[src/rtl/swu_pkg.sv]
package swu_pkg;

    typedef enum logic [1:0] {
        CHK_INITIAL = 2'd0,
        CHK_SINGLE  = 2'd1,
        CHK_DOUBLE  = 2'd2,
        CHK_TRIPLE  = 2'd3
    } chk_mode_e;

endpackage

[src/rtl/swu_slice_count.sv]
module swu_slice_count #(
    parameter int SLICE_W = 6,
    parameter int CNT_W   = 3
) (
    input  logic [SLICE_W-1:0] slice_bits,
    output logic [CNT_W-1:0]   slice_count
);

    always_comb begin
        slice_count = '0;
        for (int i = 0; i < SLICE_W; i++) begin
            slice_count = slice_count + CNT_W'(slice_bits[i]);
        end
    end

endmodule

[src/rtl/swu_partial_stage.sv]
module swu_partial_stage
    import swu_pkg::*;
#(
    parameter int SYN_W  = 36,
    parameter int SLICES = 6,
    localparam int SLICE_W = SYN_W / SLICES,
    localparam int CNT_W   = $clog2(SLICE_W + 1)
) (
    input  logic                      clk,
    input  logic                      rst_n,
    input  logic                      in_valid,
    input  logic [SYN_W-1:0]          in_syndrome,
    input  chk_mode_e                 in_mode,
    output logic                      s1_valid,
    output logic [SLICES*CNT_W-1:0]   s1_parts,
    output chk_mode_e                 s1_mode
);

    logic [SLICES*CNT_W-1:0] part_comb;

    for (genvar g = 0; g < SLICES; g++) begin : g_slice
        swu_slice_count #(
            .SLICE_W(SLICE_W),
            .CNT_W  (CNT_W)
        ) u_cnt (
            .slice_bits (in_syndrome[g*SLICE_W +: SLICE_W]),
            .slice_count(part_comb[g*CNT_W +: CNT_W])
        );

        assert_part_range_R2: assert property (@(posedge clk) disable iff (!rst_n)
            s1_valid |-> (s1_parts[g*CNT_W +: CNT_W] <= CNT_W'(SLICE_W)));
    end

    always_ff @(posedge clk) begin
        if (!rst_n) begin
            s1_valid <= 1'b0;
            s1_parts <= '0;
            s1_mode  <= CHK_INITIAL;
        end else begin
            s1_valid <= in_valid;
            if (in_valid) begin
                s1_parts <= part_comb;
                s1_mode  <= in_mode;
            end
        end
    end

endmodule

[src/rtl/swu_sum_stage.sv]
module swu_sum_stage
    import swu_pkg::*;
#(
    parameter int SYN_W   = 36,
    parameter int SLICES  = 6,
    parameter int MAX_ERR = 6,
    localparam int SLICE_W = SYN_W / SLICES,
    localparam int CNT_W   = $clog2(SLICE_W + 1),
    localparam int WGT_W   = $clog2(SYN_W + 1)
) (
    input  logic                    clk,
    input  logic                    rst_n,
    input  logic                    s1_valid,
    input  logic [SLICES*CNT_W-1:0] s1_parts,
    input  chk_mode_e               s1_mode,
    output logic                    out_valid,
    output logic [WGT_W-1:0]        out_weight,
    output logic                    out_pass
);

    logic [WGT_W-1:0] total;
    logic [WGT_W-1:0] limit;

    always_comb begin
        total = '0;
        for (int i = 0; i < SLICES; i++) begin
            total = total + WGT_W'(s1_parts[i*CNT_W +: CNT_W]);
        end
    end

    always_comb begin
        unique case (s1_mode)
            CHK_INITIAL: limit = WGT_W'(MAX_ERR);
            CHK_SINGLE:  limit = WGT_W'(MAX_ERR - 1);
            CHK_DOUBLE:  limit = WGT_W'(MAX_ERR - 2);
            CHK_TRIPLE:  limit = WGT_W'(MAX_ERR - 3);
        endcase
    end

    always_ff @(posedge clk) begin
        if (!rst_n) begin
            out_valid  <= 1'b0;
            out_weight <= '0;
            out_pass   <= 1'b0;
        end else begin
            out_valid <= s1_valid;
            if (s1_valid) begin
                out_weight <= total;
                out_pass   <= (total <= limit);
            end
        end
    end

    assert_follow_R7: assert property (@(posedge clk) disable iff (!rst_n)
        s1_valid |=> out_valid);
    assert_drop_R7: assert property (@(posedge clk) disable iff (!rst_n)
        !s1_valid |=> !out_valid);
    assert_hold_R7: assert property (@(posedge clk) disable iff (!rst_n)
        !s1_valid |=> ($stable(out_weight) && $stable(out_pass)));
    assert_weight_range_R2: assert property (@(posedge clk) disable iff (!rst_n)
        out_valid |-> (out_weight <= WGT_W'(SYN_W)));
    assert_zero_pass_R5: assert property (@(posedge clk) disable iff (!rst_n)
        (out_valid && out_weight == '0) |-> out_pass);
    assert_heavy_fail_R8: assert property (@(posedge clk) disable iff (!rst_n)
        (out_valid && out_weight > WGT_W'(MAX_ERR)) |-> !out_pass);

endmodule

[src/rtl/syndrome_weight_unit.sv]
module syndrome_weight_unit
    import swu_pkg::*;
#(
    parameter int SYN_W   = 36,
    parameter int SLICES  = 6,
    parameter int MAX_ERR = 6,
    localparam int SLICE_W = SYN_W / SLICES,
    localparam int CNT_W   = $clog2(SLICE_W + 1),
    localparam int WGT_W   = $clog2(SYN_W + 1)
) (
    input  logic             clk,
    input  logic             rst_n,
    input  logic             syn_valid,
    input  logic [SYN_W-1:0] syn_bits,
    input  logic [1:0]       chk_code,
    output logic             res_valid,
    output logic [WGT_W-1:0] res_weight,
    output logic             res_pass
);

    logic                    s1_valid;
    logic [SLICES*CNT_W-1:0] s1_parts;
    chk_mode_e               s1_mode;

    swu_partial_stage #(
        .SYN_W (SYN_W),
        .SLICES(SLICES)
    ) u_partial (
        .clk        (clk),
        .rst_n      (rst_n),
        .in_valid   (syn_valid),
        .in_syndrome(syn_bits),
        .in_mode    (chk_mode_e'(chk_code)),
        .s1_valid   (s1_valid),
        .s1_parts   (s1_parts),
        .s1_mode    (s1_mode)
    );

    swu_sum_stage #(
        .SYN_W  (SYN_W),
        .SLICES (SLICES),
        .MAX_ERR(MAX_ERR)
    ) u_sum (
        .clk       (clk),
        .rst_n     (rst_n),
        .s1_valid  (s1_valid),
        .s1_parts  (s1_parts),
        .s1_mode   (s1_mode),
        .out_valid (res_valid),
        .out_weight(res_weight),
        .out_pass  (res_pass)
    );

    assert_code_known_R3: assert property (@(posedge clk) disable iff (!rst_n)
        syn_valid |-> !$isunknown(chk_code));

endmodule

[config.mk]
export PLATFORM = sky130hd
export DESIGN_NAME = syndrome_weight_unit
export DESIGN_NICKNAME = d
export VERILOG_FILES = /design/src/rtl/swu_pkg.sv /design/src/rtl/swu_slice_count.sv /design/src/rtl/swu_partial_stage.sv /design/src/rtl/swu_sum_stage.sv /design/src/rtl/syndrome_weight_unit.sv
export SDC_FILE = /design/constraint.sdc
export NUM_CORES = 1
export LEC_CHECK = 0
export BUFFER_PORTS_ARGS = -buffer_cell sky130_fd_sc_hd__buf_2
export CORE_MARGIN = 2
export CORE_UTILIZATION = 49
export DETAILED_ROUTE_END_ITERATION = 8
export GPL_TIMING_DRIVEN = 1
export HOLD_SLACK_MARGIN = 0.1
export PLACE_DENSITY = 0.75
export REMOVE_ABC_BUFFERS = 1
export SLEW_MARGIN = 10
export SYNTH_ARGS = -nofsm -noshare
export SYNTH_HDL_FRONTEND = slang
export SYNTH_SLANG_ARGS = --single-unit
[constraint.sdc]
create_clock -name clk -period 4 [get_ports clk]
set_input_delay 1.2 -clock clk [delete_from_list [all_inputs] [get_ports clk]]
set_output_delay 1.2 -clock clk [all_outputs]
set_load 0.005 [all_outputs]
==> run metrics, run 1 <==
post-synth top area share 25.91%; chip width 71.63 µm; Critical Path RT 4.17 ns; Final Max Slew Viols 0; IO Port Bufs 48; Crit. End Element register; H-tree Lvls 2; clk buf depth 2; post-synthesis compound-gate area fraction 4.578%; Yosys warning total 0; Detail Route Antenna Nets 0; vias in the first global route 1515; Final nets 367; Yosys top cell by area dfxtp_1; total grt overflow 0; Final Cycle Share 102.5%; dpl hpwl 2.888 mm; Worst-Skew Late Latency 0.28 ns; RSZ-0062 raised after global routing yes; register area share after synthesis 25.91%; Initial Util 51.11%; final hold violation count 0; multiplexer share of the synthesized area 9.827%; first-pass iteration count of the detailed router 2; gpl congestion 0.7268; Post-Route Utilization 61.27%; Max FO, Critical Path 2; Routed WL per cell 11.13 µm; routed vias/inst 4.581; ANT cells 0; number of synthesized flops with an enable pin 0; asr flop ratio synth 0%; syn avg cell area 10.05 µm²; Power Total 1205 µW; synthesized instance count 223; Synth area leaders dfxtp_1 26%, fa_1 25%, ha_1 12%, inv_1 10%, mux2i_1 9.8%; final worst slack -0.09833 ns; CTS root buf clkbuf_8; Max IR drop VDD 295.8 µV; status complete, but fails checks; largest net degree at the start of global routing 30; Hold WS 0.4790 ns; Adder-Cell Fraction of Synth Area 37.30%; WP data arrival 4.26 ns; Crit Path Category register to register; slew at the pin closest to its max-slew limit 0.6522 ns; first-pass GRT wire length 6.368 mm; max_cap viols 0; layout cells sized above 1 25.99%; f_max 0.2440 GHz; clock slew at reported path FFs 0.06 ns; FP Rows 24; Area growth syn-to-layout 19.88%; Seq cells post-synth 29; initial DRC count 26; Power Density 448.7 nW/µm²; GRT Total Usage 16.09%; Die ar. 5130 µm²; Synth Area in Simple Gates 9.659%; CTS Sinks 29; initial antenna violation count 0; CTS tree yes; via count 1507; Die H 71.63 µm; core box area 4384 µm²; Post-Syn Area 2241 µm²; final wirelength 3.663 mm; failing checks negative setup slack; Post-Synth XOR/XNOR Area 0.7817%; CP startpoint kind register; IO Pins 49; drc violations 0; Netlist cell types 27; main combinational cell family by area after synthesis adder cells; clock skew 0.002536 ns; crit path time final 4.098 ns; TritonCTS Buffers 5; Slew headroom 56.52%; most common cell in the netlist inv_1; final setup fails 1; Hold WC Path Type register to register; synth cell count leaders 61 x inv_1, 29 x dfxtp_1, 28 x fa_1; Leak 0.001478 µW; Most used DFF post-synth dfxtp_1
-- routing by layer --
layer | routed length (µm) | GRT usage [%] | up-vias
met1 | 1666 | 20.04 | 692
met3 | 183 | 4.641 | 6
met2 | 1758 | 26.23 | 36
met4 | 55 | 6.709 | 0
li1 | - | - | 773
met5 | 0 | 0 | -
-- cell usage in the layout, fill, tap and decap left out, drive strengths merged --
| cell | count |
|---|---|
| a21boi | 1 |
| a21o | 3 |
| a21oi | 4 |
| a41o | 1 |
| and2 | 2 |
| buf | 53 |
| clkbuf | 7 |
| clkinv | 1 |
| dfxtp | 29 |
| fa | 28 |
| ha | 22 |
| inv | 61 |
| mux2i | 22 |
| nand2 | 2 |
| nand2b | 3 |
| nand3 | 2 |
| nor2 | 3 |
| nor2b | 24 |
| o211a | 1 |
| o21a | 1 |
| o21ai | 3 |
| o22ai | 1 |
| or2 | 1 |
| xnor2 | 1 |
| xor2 | 1 |
-- final timing paths --
check	start	end	slack [ns]	depth (start not counted)
worst max register to register	u_partial.s1_parts[3]	u_sum.out_pass	-0.1	17
worst max-delay path	u_partial.s1_parts[3]	u_sum.out_pass	-0.1	17
worst min-delay path	u_sum.out_weight[3]	u_sum.out_weight[3]	0.48	2
worst min register to register	u_sum.out_weight[3]	u_sum.out_weight[3]	0.48	2
-- sequential cells by signal, indices dropped and copies added (netlist names) --
name	flops
u_partial.s1_mode	2
u_partial.s1_parts	18
u_partial.s1_valid	1
u_sum.out_pass	1
u_sum.out_valid	1
u_sum.out_weight	6
-- cell type report --
| cell class | count | area, µm² |
|---|---|---|
| fillers | 389 | 1698 |
| multi-input cells | 126 | 1430 |
| flip-flops and latches | 29 | 583.1 |
| repair buffers | 53 | 277.8 |
| inverters | 61 | 229.0 |
| clock buffers | 7 | 96.34 |
| well taps | 52 | 65.06 |
| clock inverters | 1 | 5.005 |
-- worst max-delay path: stages (launching register included) --
cell     delay, ns
dfxtp_2       0.33
ha_4          0.16
fa_1          0.50
inv_1         0.05
fa_1          0.49
inv_2         0.04
fa_1          0.47
inv_1         0.05
fa_1          0.44
inv_2         0.08
ha_4          0.13
inv_2         0.03
fa_1          0.51
inv_2         0.05
ha_4          0.26
o21a_1        0.10
o21ai_1       0.06
a41o_1        0.23
-- stage by stage --
stage,cell area (µm²),setup TNS [ns],setup slack [ns],cells
after floorplan,2202,-0.05706,-0.05706,216
after global placement,2537,-0.1565,-0.1565,320
after detailed placement,2537,-0.2413,-0.2413,320
after CTS,2676,-0.1548,-0.1548,329
after global routing,2686,-0.2285,-0.2285,329
final,2686,-0.09833,-0.09833,329
-- what timing repair did --
| action | CTS | global route |
|---|---|---|
| cloned | 0 | 0 |
| setup endpoints to repair | 1 | 2 |
| hold endpoints to repair | 0 | 0 |
| hold buffers | 0 | 0 |
| gates resized for setup | 9 | 3 |
| pin swaps | 8 | 1 |
| setup buffers | 1 | 0 |
-- where the power goes --
| group | internal (µW) | switching [µW] |
|---|---|---|
| clock | 155 | 105 |
| sequential | 332 | 27.3 |
| combinational | 289 | 296 |
-- logic make-up after synthesis --
kind of cell | count (synthesis)
mux | 22
flops | 29
fa+ha+maj | 50
simple gates | 37
buf+inv | 68
xor+xnor | 2
compound gates | 15
Power figures use the tool's default switching activity.
==> run 2, diff against run 1 <==
- PLACE_DENSITY: 0.75 -> 0.87
- SYNTH_HIERARCHICAL: default -> 1
==> run 2 against run 1 <==
Compared with the run above:
- the run now ends clean
- cell count is 3.6% lower
- clock skew increased by 0.0021 ns
- clock power barely moved
- flip-flop and latch count unchanged
- wire length decreased by 4.9%
- largest cell class unchanged
==> run metrics, run 2 <==
Initial Util 50.72%; routed vias/inst 4.473; Largest register FFs 18; most frequent cells in the layout 69 x inv_1, 48 x buf_2, 30 x fa_1; Area growth syn-to-layout 15.52%; status finished, final reports clean; initial antenna violation count 0; Routed WL per cell 10.98 µm; final hold violation count 0; WP data arrival 3.39 ns; Yosys warning total 6; post-synth top area share 27.20%; Final Max Slew Viols 0; gpl congestion 0.7942; via count 1418; CTS Hold Bufs 0; f_max 0.3112 GHz; M3 GR Usage 5.413%; first-pass iteration count of the detailed router 4; clk buf depth 2; CP max-delay cell fa_1; Most used DFF post-synth dfxtp_1; slew at the pin closest to its max-slew limit 0.6137 ns; Crit. End Element register; GRT Total Usage 15.46%; final setup fails 0; Final Cycle Share 80.35%; # fillers 381; total grt overflow 0; setup bufs post-CTS 0; final wirelength 3.482 mm; Slew headroom 59.08%; initial DRC count 33; CTS tree yes; largest net degree at the start of global routing 30; Die H 71.14 µm; Yosys top cell by area fa_1; Hold WC Path Type register to register; Seq cells post-synth 29; Leak 0.001407 µW; GRT busiest layer met2; Max FO, Critical Path 3; CTS root buf clkbuf_8; final worst slack 0.7862 ns; dpl hpwl 2.812 mm; CP startpoint kind register; Seq. cell area 580.6 µm²; asr flop ratio synth 0%; drc violations 0; IO Port Bufs 48; Die ar. 5060 µm²; Max IR drop VDD 200.8 µV; ANT cells 0; register area share after synthesis 26.29%; syn avg cell area 10.27 µm²; chip width 71.14 µm; synthesized instance count 215; Worst-Skew Late Latency 0.28 ns; Worst path most repeated cell fa_1; crit path time final 3.214 ns; first-pass GRT wire length 6.058 mm; layout cells sized above 1 21.89%; met2 track demand over resource 25.55%; Top reg by flops u_partial/s1_parts; clock skew 0.004607 ns; post-place setup slack 0.6879 ns; CP delay by family, top adder cells; commonest non-fill, non-tap cell in the layout inv_1; met1 usage 18.70%; Netlist cell types 25; Synth area leaders fa_1 27%, dfxtp_1 26%, inv_1 12%, mux2i_1 11%, ha_1 7.9%; H-tree Lvls 2; Largest regs u_partial/s1_parts (18), u_sum/out_weight (6), u_partial/s1_mode (2); Fin Setup TNS 0 ns; multi-input combinational cell area 1305 µm²; synth cell count leaders 69 x inv_1, 30 x fa_1, 29 x dfxtp_1; core box area 4354 µm²; RSZ-0062 raised after global routing no; Final nets 349; CP Buf/Inv Count 2; slowest stage delay, CP 0.55 ns; most common cell in the netlist inv_1; max_cap viols 0; Power Total 1114 µW; Critical Path RT 4.17 ns; CTS resizes 0; worst-path cell chain inv_1, fa_1, inv_1, fa_1, fa_1, ha_1, fa_1, nand4b_1, o311ai_1, and3_1; Power Density 436.8 nW/µm²; clock slew at reported path FFs 0.06 ns; number of synthesized flops with an enable pin 0; CTS Sinks 29; IO Pins 49; vias in the first global route 1457; Crit Path Category register to register; Post-Syn Area 2208 µm²; TritonCTS Buffers 5; Detail Route Antenna Nets 0; FP Rows 24
-- run 2: stage by stage --
stage	hold slack [ns]	util (%)	instance area (µm²)	std cells
5_1_grt	0.5246	58.59	2551	317
2_1_floorplan	0.4766	-	2145	209
4_1_cts	0.4980	58.59	2551	317
3_3_place_gp	0.4596	56.26	2450	309
3_5_place_dp	0.4838	56.26	2450	309
6_report	0.4989	58.59	2551	317
-- run 2: worst register-to-register path, delay by kind of cell (launching register included) --
kind	cells	cell delay (ns)
buffers and inverters	2	0.12
and+or+nand+nor	2	0.29
AOI/OAI and AO/OA	1	0.09
adders and majority gates	5	2.28
DFF	1	0.33
-- run 2: final timing paths --
path,start,to,slack [ns],depth (start not counted)
worst max-delay path,u_partial/s1_parts[11],u_sum/out_pass,0.79,10
worst min-delay path,u_sum/out_weight[1],u_sum/out_weight[1],0.50,1
worst max register to register,u_partial/s1_parts[11],u_sum/out_pass,0.79,10
worst min register to register,u_sum/out_weight[1],u_sum/out_weight[1],0.50,1
-- run 2: area by class of cell --
type	instances	area share, %
Inverter	69	10.15
Tap cell	52	2.550
Clock buffer	7	3.776
Multi-Input combinational cell	111	51.15
Clock inverter	1	0.1962
Sequential cell	29	22.76
Timing Repair Buffer	48	9.416
-- run 2: cells by family (layout without fill, tap and decap cells) --
kind of cell             Yosys count  count (layout)  synth area share [%]
buffers and inverters             75             125                 14.62
XOR/XNOR                           1               1                0.3967
multiplexers                      25              25                 11.33
flip-flops                        29              29                 26.29
adder cells (fa/ha/maj)           44              44                 35.13
AO/OA/AOI/OAI                      4               4                 1.416
AND/OR/NAND/NOR                   37              37                 10.82
-- run 2: routing by layer --
layer  part of all wire [%]  wire length (µm)
met1                     44              1528
met2                     49              1721
met3                    5.5               191
met4                    1.2                41
met5                      0                 0
-- run 2: where the power goes --
part | leakage [µW] | internal (µW) | total (µW) | switching, µW
registers | 0.000239 | 331 | 359 | 27.8
logic | 0.00111 | 254 | 493 | 240
clock network | 0.0000542 | 155 | 262 | 107
==> run 3, diff against run 2 <==
- clock period: 4 -> 2.6 ns (I/O delays scaled with it)
==> run 3 against run 2 <==
Compared with the run above:
- the run now ends with negative setup slack left
- clock power increased by 36%
- via count up 3.0%
- die area unchanged
- clock skew fell by 0.00063 ns
- design area up 5.7%
- register-to-register slack got worse by 1.3 ns
- cell count rose by 1.9%
- combinational power increased by 81%
- sequential share of layout area decreased by 1.1 points
- flip-flop and latch count did not move
- global-route usage increased by 0.65 points
- worst setup slack got worse by 1.3 ns
- largest power group unchanged
==> run metrics, run 3 (same netlist as run 2, synthesis figures left out) <==
final hold violation count 0; Hold WC Path Type register to register; Hold EP u_sum/out_weight[1]; Final nets 356; initial antenna violation count 0; initial DRC count 37; CP Buf/Inv Count 2; most frequent cells in the layout 50 x inv_1, 38 x buf_2, 27 x dfxtp_1; worst-path cell chain inv_2, fa_1, inv_2, fa_1, fa_1, ha_4, fa_2, nand4b_1, o311ai_1, and3_1; Initial Util 50.72%; Final Max Slew Viols 0; chip width 71.14 µm; Crit. End Element register; dpl hpwl 2.967 mm; drc violations 0; WP data arrival 3.29 ns; Worst R2R Setup Slack -0.52 ns; failing checks negative setup slack; CTS Sinks 29; Largest regs u_partial/s1_parts (18), u_sum/out_weight (6), u_partial/s1_mode (2); Worst R2R Start u_partial/s1_parts[11]; r2r worst-path depth 10; first-pass GRT wire length 6.348 mm; vias in the first global route 1522; HP Start u_sum/out_weight[1]; via count 1461; max_cap viols 0; core box area 4354 µm²; CTS root buf clkbuf_8; FP Rows 24; RSZ-0062 raised after global routing yes; IO Pins 49; Post-DP Area 2487 µm²; Die H 71.14 µm; Max FO, Critical Path 3; Hold Crit Depth 1; Largest register FFs 18; CP max-delay cell fa_2; clock skew 0.003974 ns; total grt overflow 0; IO Port Bufs 48; Max IR drop VDD 325.1 µV; final wirelength 3.770 mm; GRT Total Usage 16.11%; final setup fails 5; routed vias/inst 4.523; Critical Path RT 2.77 ns; Power Density 668.0 nW/µm²; CP delay by family, top adder cells; CTS tree yes; CP startpoint kind register; slew at the pin closest to its max-slew limit 0.6387 ns; Die ar. 5060 µm²; Detail Route Antenna Nets 0; clk buf depth 2; slowest stage delay, CP 0.55 ns; H-tree Lvls 2; Worst path most repeated cell fa_1; final worst slack -0.5194 ns; Routed WL per cell 11.67 µm; crit path time final 3.119 ns; Leak 0.001419 µW; status complete, but fails checks; first-pass iteration count of the detailed router 4; Slew headroom 57.42%; largest net degree at the start of global routing 30; end of the worst register-to-register path u_sum/out_pass; Worst-Skew Late Latency 0.27 ns; Crit Path Category register to register; Area growth syn-to-layout 22.15%; gpl congestion 0.7540; final instance area 2698 µm²; Top reg by flops u_partial/s1_parts; clock slew at reported path FFs 0.06 ns; CTS Hold Bufs 0; layout cells sized above 1 35.79%; Hold WS 0.4718 ns; commonest non-fill, non-tap cell in the layout inv_1; ANT cells 0; f_max 0.3206 GHz; Final Cycle Share 120.0%; TritonCTS Buffers 5
## run 3: changes by cell type in the layout (fill, tap and decap cells not counted), sizes merged
cell,delta
buf,+7
clkinv,-1
## run 3: final cells by class
class / instances / area [µm²]
Multi-Input combinational cell: 111 / 1349
Fill cell: 355 / 1657
Inverter: 69 / 259.0
Clock buffer: 7 / 86.33
Tap cell: 52 / 65.06
Timing Repair Buffer: 55 / 355.3
Sequential cell: 29 / 583.1
## run 3: how the worst max path moves through the flow
stage,start,to,slack (ns),cells after the start
2_1_floorplan,u_partial/s1_parts[11],u_sum/out_pass,-0.44,10
3_3_place_gp,u_partial/s1_parts[11],u_sum/out_pass,-0.50,10
3_5_place_dp,u_partial/s1_parts[11],u_sum/out_pass,-0.62,10
4_1_cts,u_partial/s1_parts[11],u_sum/out_pass,-0.63,10
5_1_grt,u_partial/s1_parts[11],u_sum/out_pass,-0.62,10
6_report,u_partial/s1_parts[11],u_sum/out_pass,-0.52,10
## run 3: per-stage QoR
step	instances	setup slack (ns)	util [%]	power, µW	TNS, ns
after floorplan	209	-0.4416	-	1122	-1.692
after global placement	314	-0.4971	57.13	1338	-3.863
after detailed placement	314	-0.6166	57.13	1389	-4.621
after CTS	322	-0.6250	59.91	1806	-1.516
after global routing	323	-0.6154	61.95	1971	-1.911
final	323	-0.5194	61.95	1802	-1.181
## run 3: where the power goes
group          total [µW]  switching [µW]  internal (µW)
clock                 356             147            209
combinational         894             409            485
sequential            553            42.2            511
## run 3: repair_timing
action,in CTS,in global routing
resized for setup,11,34
buffers inserted,1,1
pin swaps,7,14
setup endpoints to repair,6,15
## run 3: metal layers
layer,vias up,track usage (%),wire (µm)
li1,737,-,-
met1,686,18.60,1499
met2,32,29.08,2077
met3,6,4.274,152
met4,0,5.031,41
met5,-,0,0
